File: src/rtl/rsd_pkg.sv
package rsd_pkg;
   localparam int RSD_NCS = 4;
   typedef enum logic [3:0] {
      MODE_RANGE    = 4'b0000,
      MODE_FULL     = 4'b1111,
      MODE_HI_PAIR  = 4'b1100,
      MODE_MID_PAIR = 4'b0110,
      MODE_LO_PAIR  = 4'b0011
   } rsd_mode_e;
endpackage

File: src/rtl/rsd_range_bank.sv
module rsd_range_bank #(
   parameter int ADDR_W = 36,
   parameter int NCS    = 4
) (
   input  logic [ADDR_W-1:0]     addr,
   input  logic [NCS*ADDR_W-1:0] lo_flat,
   input  logic [NCS*ADDR_W-1:0] hi_flat,
   output logic [NCS-1:0]        hit
);
   // One compare pair per rank: start inclusive, end+1 exclusive
   for (genvar i = 0; i < NCS; i++) begin : g_cmp
      logic [ADDR_W-1:0] lo_i, hi_i;
      assign lo_i   = lo_flat[i*ADDR_W +: ADDR_W];
      assign hi_i   = hi_flat[i*ADDR_W +: ADDR_W];
      assign hit[i] = (addr >= lo_i) && (addr < hi_i);
   end
endmodule

File: src/rtl/rsd_bit_pick.sv
module rsd_bit_pick #(
   parameter int ADDR_W = 36,
   parameter int IDX_W  = 6
) (
   input  logic [ADDR_W-1:0] addr,
   input  logic [IDX_W-1:0]  idx,
   output logic              bit_o
);
   // A shift by an index past the width leaves zero, giving R12
   logic [ADDR_W-1:0] shifted;
   assign shifted = addr >> idx;
   assign bit_o   = shifted[0];
endmodule

File: src/rtl/rsd_select.sv
module rsd_select
   import rsd_pkg::*;
(
   input  logic [3:0] mode,
   input  logic [3:0] hit,
   input  logic       b_lo,
   input  logic       b_hi,
   output logic [3:0] cs,
   output logic       err
);
   logic [3:0] cand;

   always_comb begin
      err  = 1'b0;
      cand = 4'b0000;
      case (mode)
         MODE_RANGE:    cand = hit;
         MODE_FULL:     cand = hit[0] ? (4'b0001 << {b_hi, b_lo}) : 4'b0000;
         MODE_HI_PAIR:  cand = {hit[2] & b_lo, hit[2] & ~b_lo, hit[1], hit[0]};
         MODE_MID_PAIR: cand = {hit[3], hit[1] & b_lo, hit[1] & ~b_lo, hit[0]};
         MODE_LO_PAIR:  cand = {hit[3], hit[2], hit[0] & b_lo, hit[0] & ~b_lo};
         default:       err  = 1'b1;
      endcase
   end

   // Keep the lowest set candidate so overlapping ranges stay one-hot
   assign cs = cand & (~cand + 4'b0001);
endmodule

File: src/rtl/rank_select_decoder.sv
module rank_select_decoder
   import rsd_pkg::*;
#(
   parameter int ADDR_W = 36,
   parameter int IDX_W  = 6
) (
   input  logic                      clk,
   input  logic                      rst_n,
   input  logic                      req_valid,
   input  logic [ADDR_W-1:0]         req_addr,
   input  logic [3:0]                mode,
   input  logic [RSD_NCS*ADDR_W-1:0] start_flat,
   input  logic [RSD_NCS*ADDR_W-1:0] limit_flat,
   input  logic [2*IDX_W-1:0]        ilv_pos,
   output logic                      out_valid,
   output logic [RSD_NCS-1:0]        cs_out,
   output logic                      mode_err
);
   localparam int IDX_SPAN = 1 << IDX_W;

   if (ADDR_W < 2)  begin : g_bad_aw  $error("ADDR_W must be at least 2"); end
   if (IDX_W < 1 || IDX_W > 16) begin : g_bad_iw  $error("IDX_W out of range"); end
   if (IDX_SPAN < 2) begin : g_bad_span $error("index span too small"); end

   logic [RSD_NCS-1:0] hit, cs_next;
   logic               b_lo, b_hi, err_next;

   rsd_range_bank #(.ADDR_W(ADDR_W), .NCS(RSD_NCS)) u_bank (
      .addr(req_addr), .lo_flat(start_flat), .hi_flat(limit_flat), .hit(hit)
   );

   rsd_bit_pick #(.ADDR_W(ADDR_W), .IDX_W(IDX_W)) u_pick_lo (
      .addr(req_addr), .idx(ilv_pos[IDX_W-1:0]), .bit_o(b_lo)
   );

   rsd_bit_pick #(.ADDR_W(ADDR_W), .IDX_W(IDX_W)) u_pick_hi (
      .addr(req_addr), .idx(ilv_pos[2*IDX_W-1:IDX_W]), .bit_o(b_hi)
   );

   rsd_select u_sel (
      .mode(mode), .hit(hit), .b_lo(b_lo), .b_hi(b_hi),
      .cs(cs_next), .err(err_next)
   );

   always_ff @(posedge clk) begin
      if (!rst_n) begin
         out_valid <= 1'b0;
         cs_out    <= '0;
         mode_err  <= 1'b0;
      end else begin
         out_valid <= req_valid;
         cs_out    <= req_valid ? cs_next : '0;
         mode_err  <= req_valid & err_next;
      end
   end
endmodule

File: config.mk
export PLATFORM = sky130hd
export DESIGN_NAME = rank_select_decoder
export DESIGN_NICKNAME = d
export VERILOG_FILES = /design/src/rtl/rsd_pkg.sv /design/src/rtl/rsd_range_bank.sv /design/src/rtl/rsd_bit_pick.sv /design/src/rtl/rsd_select.sv /design/src/rtl/rank_select_decoder.sv
export SDC_FILE = /design/constraint.sdc
export NUM_CORES = 1
export LEC_CHECK = 0
export ABC_CLOCK_PERIOD_IN_PS = 3100
export BUFFER_PORTS_ARGS = -buffer_cell sky130_fd_sc_hd__buf_2
export CAP_MARGIN = 20
export CORE_ASPECT_RATIO = 0.6
export CORE_UTILIZATION = 51
export CTS_CLUSTER_DIAMETER = 120
export CTS_CLUSTER_SIZE = 8
export DETAILED_ROUTE_END_ITERATION = 10
export PLACE_DENSITY = 0.83
export SYNTH_ARGS = -nofsm -noshare
export SYNTH_HDL_FRONTEND = slang
export SYNTH_SLANG_ARGS = --single-unit
File: constraint.sdc
create_clock -name clk -period 3.1 [get_ports clk]
set_input_delay 0.31 -clock clk [delete_from_list [all_inputs] [get_ports clk]]
set_output_delay 0.31 -clock clk [all_outputs]
set_load 0.1 [all_outputs]
==> results by group <==
Outcome
  – Status: finished, violations left
  – Failing checks: design-rule violations

Global route
  – Tot GR Track Use: 0.338
  – Overflow after GRT: 0
  – Via count of the first global-routing pass: just under 9000
  – Initial antenna violation count: 5
  – First-pass GRT wire length: about 44000 microns
  – Largest net degree at the start of global routing: 12

Clocking
  – CTS root buf: clkbuf_16
  – Clk sink count: 6
  – H-Tree Depth: 1
  – Clock Pin Slew Worst Setup and Hold Paths: around 0.040 ns
  – CTS Buf Count: 3
  – CTS tree: done
  – Post-CTS resize count: 0
  – Post-CTS Setup Bufs: 0
  – Clk buf depth: 2
  – Post-CTS Hold Fix Bufs: 0

Hold path
  – Hold Path Origin: req_valid
  – Worst hold-check path type: primary input to register

Worst setup path
  – CP startpoint: req_addr[34]
  – Worst-path cell chain: buf_2, ha_1, nand4_1, nor4_1, nand2_1, nor2_1, a211o_1, nand3_1, a21o_1, a211oi_2
  – Arrival time at the worst endpoint: around 2.8 ns
  – CP Launch Type: primary input
  – Critical path's largest stage delay: 0.50 ns
  – CP Capture Type: register
  – Critical path type: primary input to register
  – Worst EP required: ~3.3 ns
  – Slowest CP cell: nor4_1
  – Crit-path max FO: 10

Placement
  – Gpl congestion: roughly 1.0
  – Hpwl dp: between 20000 and 30000 microns
  – Count of input and output buffers: ~350
  – DP Area: ~10000 sq um

Final layout
  – Layout cells sized above 1: 0.258
  – Design area: ~10000 sq um
  – Total Nets Final: between 2000 and 2500
  – Commonest non-fill, non-tap cell in the layout: buf_2
  – Syn-to-layout area delta: 24.5%
  – Most frequent cells in the layout: 348 x buf_2, 289 x inv_1, 284 x ha_1
  – Layout fillers: ~1400

Synthesis
  – Post-synth ARST share: 0
  – Ys flop type: dfxtp_1
  – EDFF count, synth: 0
  – #FFs+latches synth: 6
  – Mapped Cells: roughly 1100
  – Mapped Area: approximately 8200 sq um
  – Syn_area_per_cell: approximately 7.4 sq um
  – Yosys cell types: 70
  – Sequential area share after synthesis: 0.0146
  – YS warnings: 0
  – Post-Syn Nets: between 1500 and 2000

STA
  – Final Hold Vio Count: 0
  – Sum of negative setup slack: 0 ns
  – Count of final setup violators: 0
  – Crit path time final: between 2 and 3 ns
  – Unrepaired setup endpoints after global routing: no
  – Worst slew pin tran: 0.695 ns
  – Slew Limit Headroom: 0.531
  – FMAX: approximately 0.37 GHz
  – Number of max-slew violations in the final report: 0
  – Crit share post-route: 0.864

Power
  – Pwr/cell area: between 150 and 200 nW/um^2
  – Max VDD drop: 0.000140 V
  – Combinational power share: 0.817
  – Sequential power share: 0.050
  – Net switching power: between 700 and 800 uW
  – Sw Ratio: 0.481
  – Internal: ~830 uW
  – Clk network pwr share: 0.133
  – Static leakage: roughly 0.0065 uW

Drt
  – Vias per inst: ~5.6
  – Via count: 9243
  – WL final: about 29000 microns
  – Remaining antenna violation count after routing: 0
  – DR DRC count: 18
  – Wire per inst: approximately 17 microns
  – Drt pass-1 iters: 8
  – Iter 0 DRT Violations: between 700 and 800

Die
  – Die height: ~100 microns
  – Die ar.: around 17000 sq um
  – Initial Util: 0.529
  – IO Count: between 300 and 400
  – Core ar.: ~16000 sq um
  – Die X: ~170 microns
  – Row count: 35

Flow run
  – MaxCap Viol Count: 0
==> synthesized netlist by cell type, types with 3 or more instances <==
library cell / n / area share
a2111oi_0: 5 / 0.0053
a211oi_1: 11 / 0.010
a21o_1: 39 / 0.036
a21oi_1: 99 / 0.060
a221oi_1: 10 / 0.011
a41oi_1: 3 / 0.0032
and4_1: 9 / 0.0096
buf_6: 4 / 0.0055
dfxtp_1: 6 / 0.015
ha_1: 284 / 0.43
inv_1: 289 / 0.13
mux2_2: 3 / 0.0041
mux2i_1: 9 / 0.011
mux4_1: 12 / 0.038
nand2_1: 75 / 0.034
nand2b_1: 7 / 0.0053
nand3_1: 19 / 0.012
nand4_1: 37 / 0.028
nor2_1: 41 / 0.019
nor2b_1: 7 / 0.0053
nor3_1: 9 / 0.0055
nor3b_1: 5 / 0.0046
nor4_1: 7 / 0.0053
o211ai_1: 4 / 0.0037
o21a_1: 4 / 0.0037
o21ai_0: 48 / 0.029
or4_1: 3 / 0.0027
==> state kept, by name, indices dropped and copies added (netlist names) <==
register   count
out_valid      1
cs_out         4
mode_err       1
==> power by group through the flow <==
stage / logic, uW / clock network, uW / registers [uW]
6_report: 1310 / 213 / 79.9
5_1_grt: 1480 / 217 / 79.9
4_1_cts: 1290 / 213 / 79.8
3_5_place_dp: 1280 / 0 / 81.0
3_3_place_gp: 1240 / 0 / 81.0
2_1_floorplan: 739 / 0 / 93.9
==> per-layer routing <==
layer | track usage | vias to the layer above | wire, microns
li1 | - | 4607 | -
met1 | 0.476 | 4140 | 13500
met2 | 0.524 | 433 | 11900
met3 | 0.0690 | 59 | 2700
met4 | 0.0841 | 4 | 547
met5 | 0 | - | 23
==> cells by family after synthesis <==
logic type               count (synthesis)  share of synthesized area
AO/OA/AOI/OAI                          257                      0.201
buffers and inverters                  299                      0.143
adder cells (fa/ha/maj)                284                      0.432
AND/OR/NAND/NOR                        233                      0.146
multiplexers                            26                     0.0589
flip-flops                               6                     0.0146
XOR/XNOR                                 3                    0.00320
==> stage by stage <==
stage	hold WS (ns)	utilization	total power, uW	cells	setup slack, ns
detailed placement	0.547	0.653	1370	1653	0.253
global placement	0.543	0.653	1320	1653	0.306
finish	0.312	0.658	1610	1659	0.421
CTS	0.317	0.658	1590	1656	0.477
floorplan	0.433	-	833	1108	0.747
global route	0.338	0.658	1780	1659	0.175
==> final cells by class <==
cell class	instances	area [sq um]	area share
Multi-Input combinational cell	803	6920	0.676
Timing Repair Buffer	351	1760	0.172
Inverter	290	1090	0.106
Tap cell	203	254	0.0248
Sequential cell	6	120	0.0117
Clock buffer	3	75.1	0.00734
Antenna cell	3	7.51	0.000734
==> path summary, 6_finish.rpt <==
path,slack [ns],to,cells after the start
worst max-delay path,0.42,cs_out[3],10
worst min-delay path,0.31,out_valid,3
==> worst max-delay path: cells and delay by family <==
kind            cells  cell delay (ns)
fa+ha+maj           1             0.35
compound gates      3             0.65
simple gates        5             1.35
buf+inv             1             0.18
Note: power is estimated with default switching activity, not from simulation.
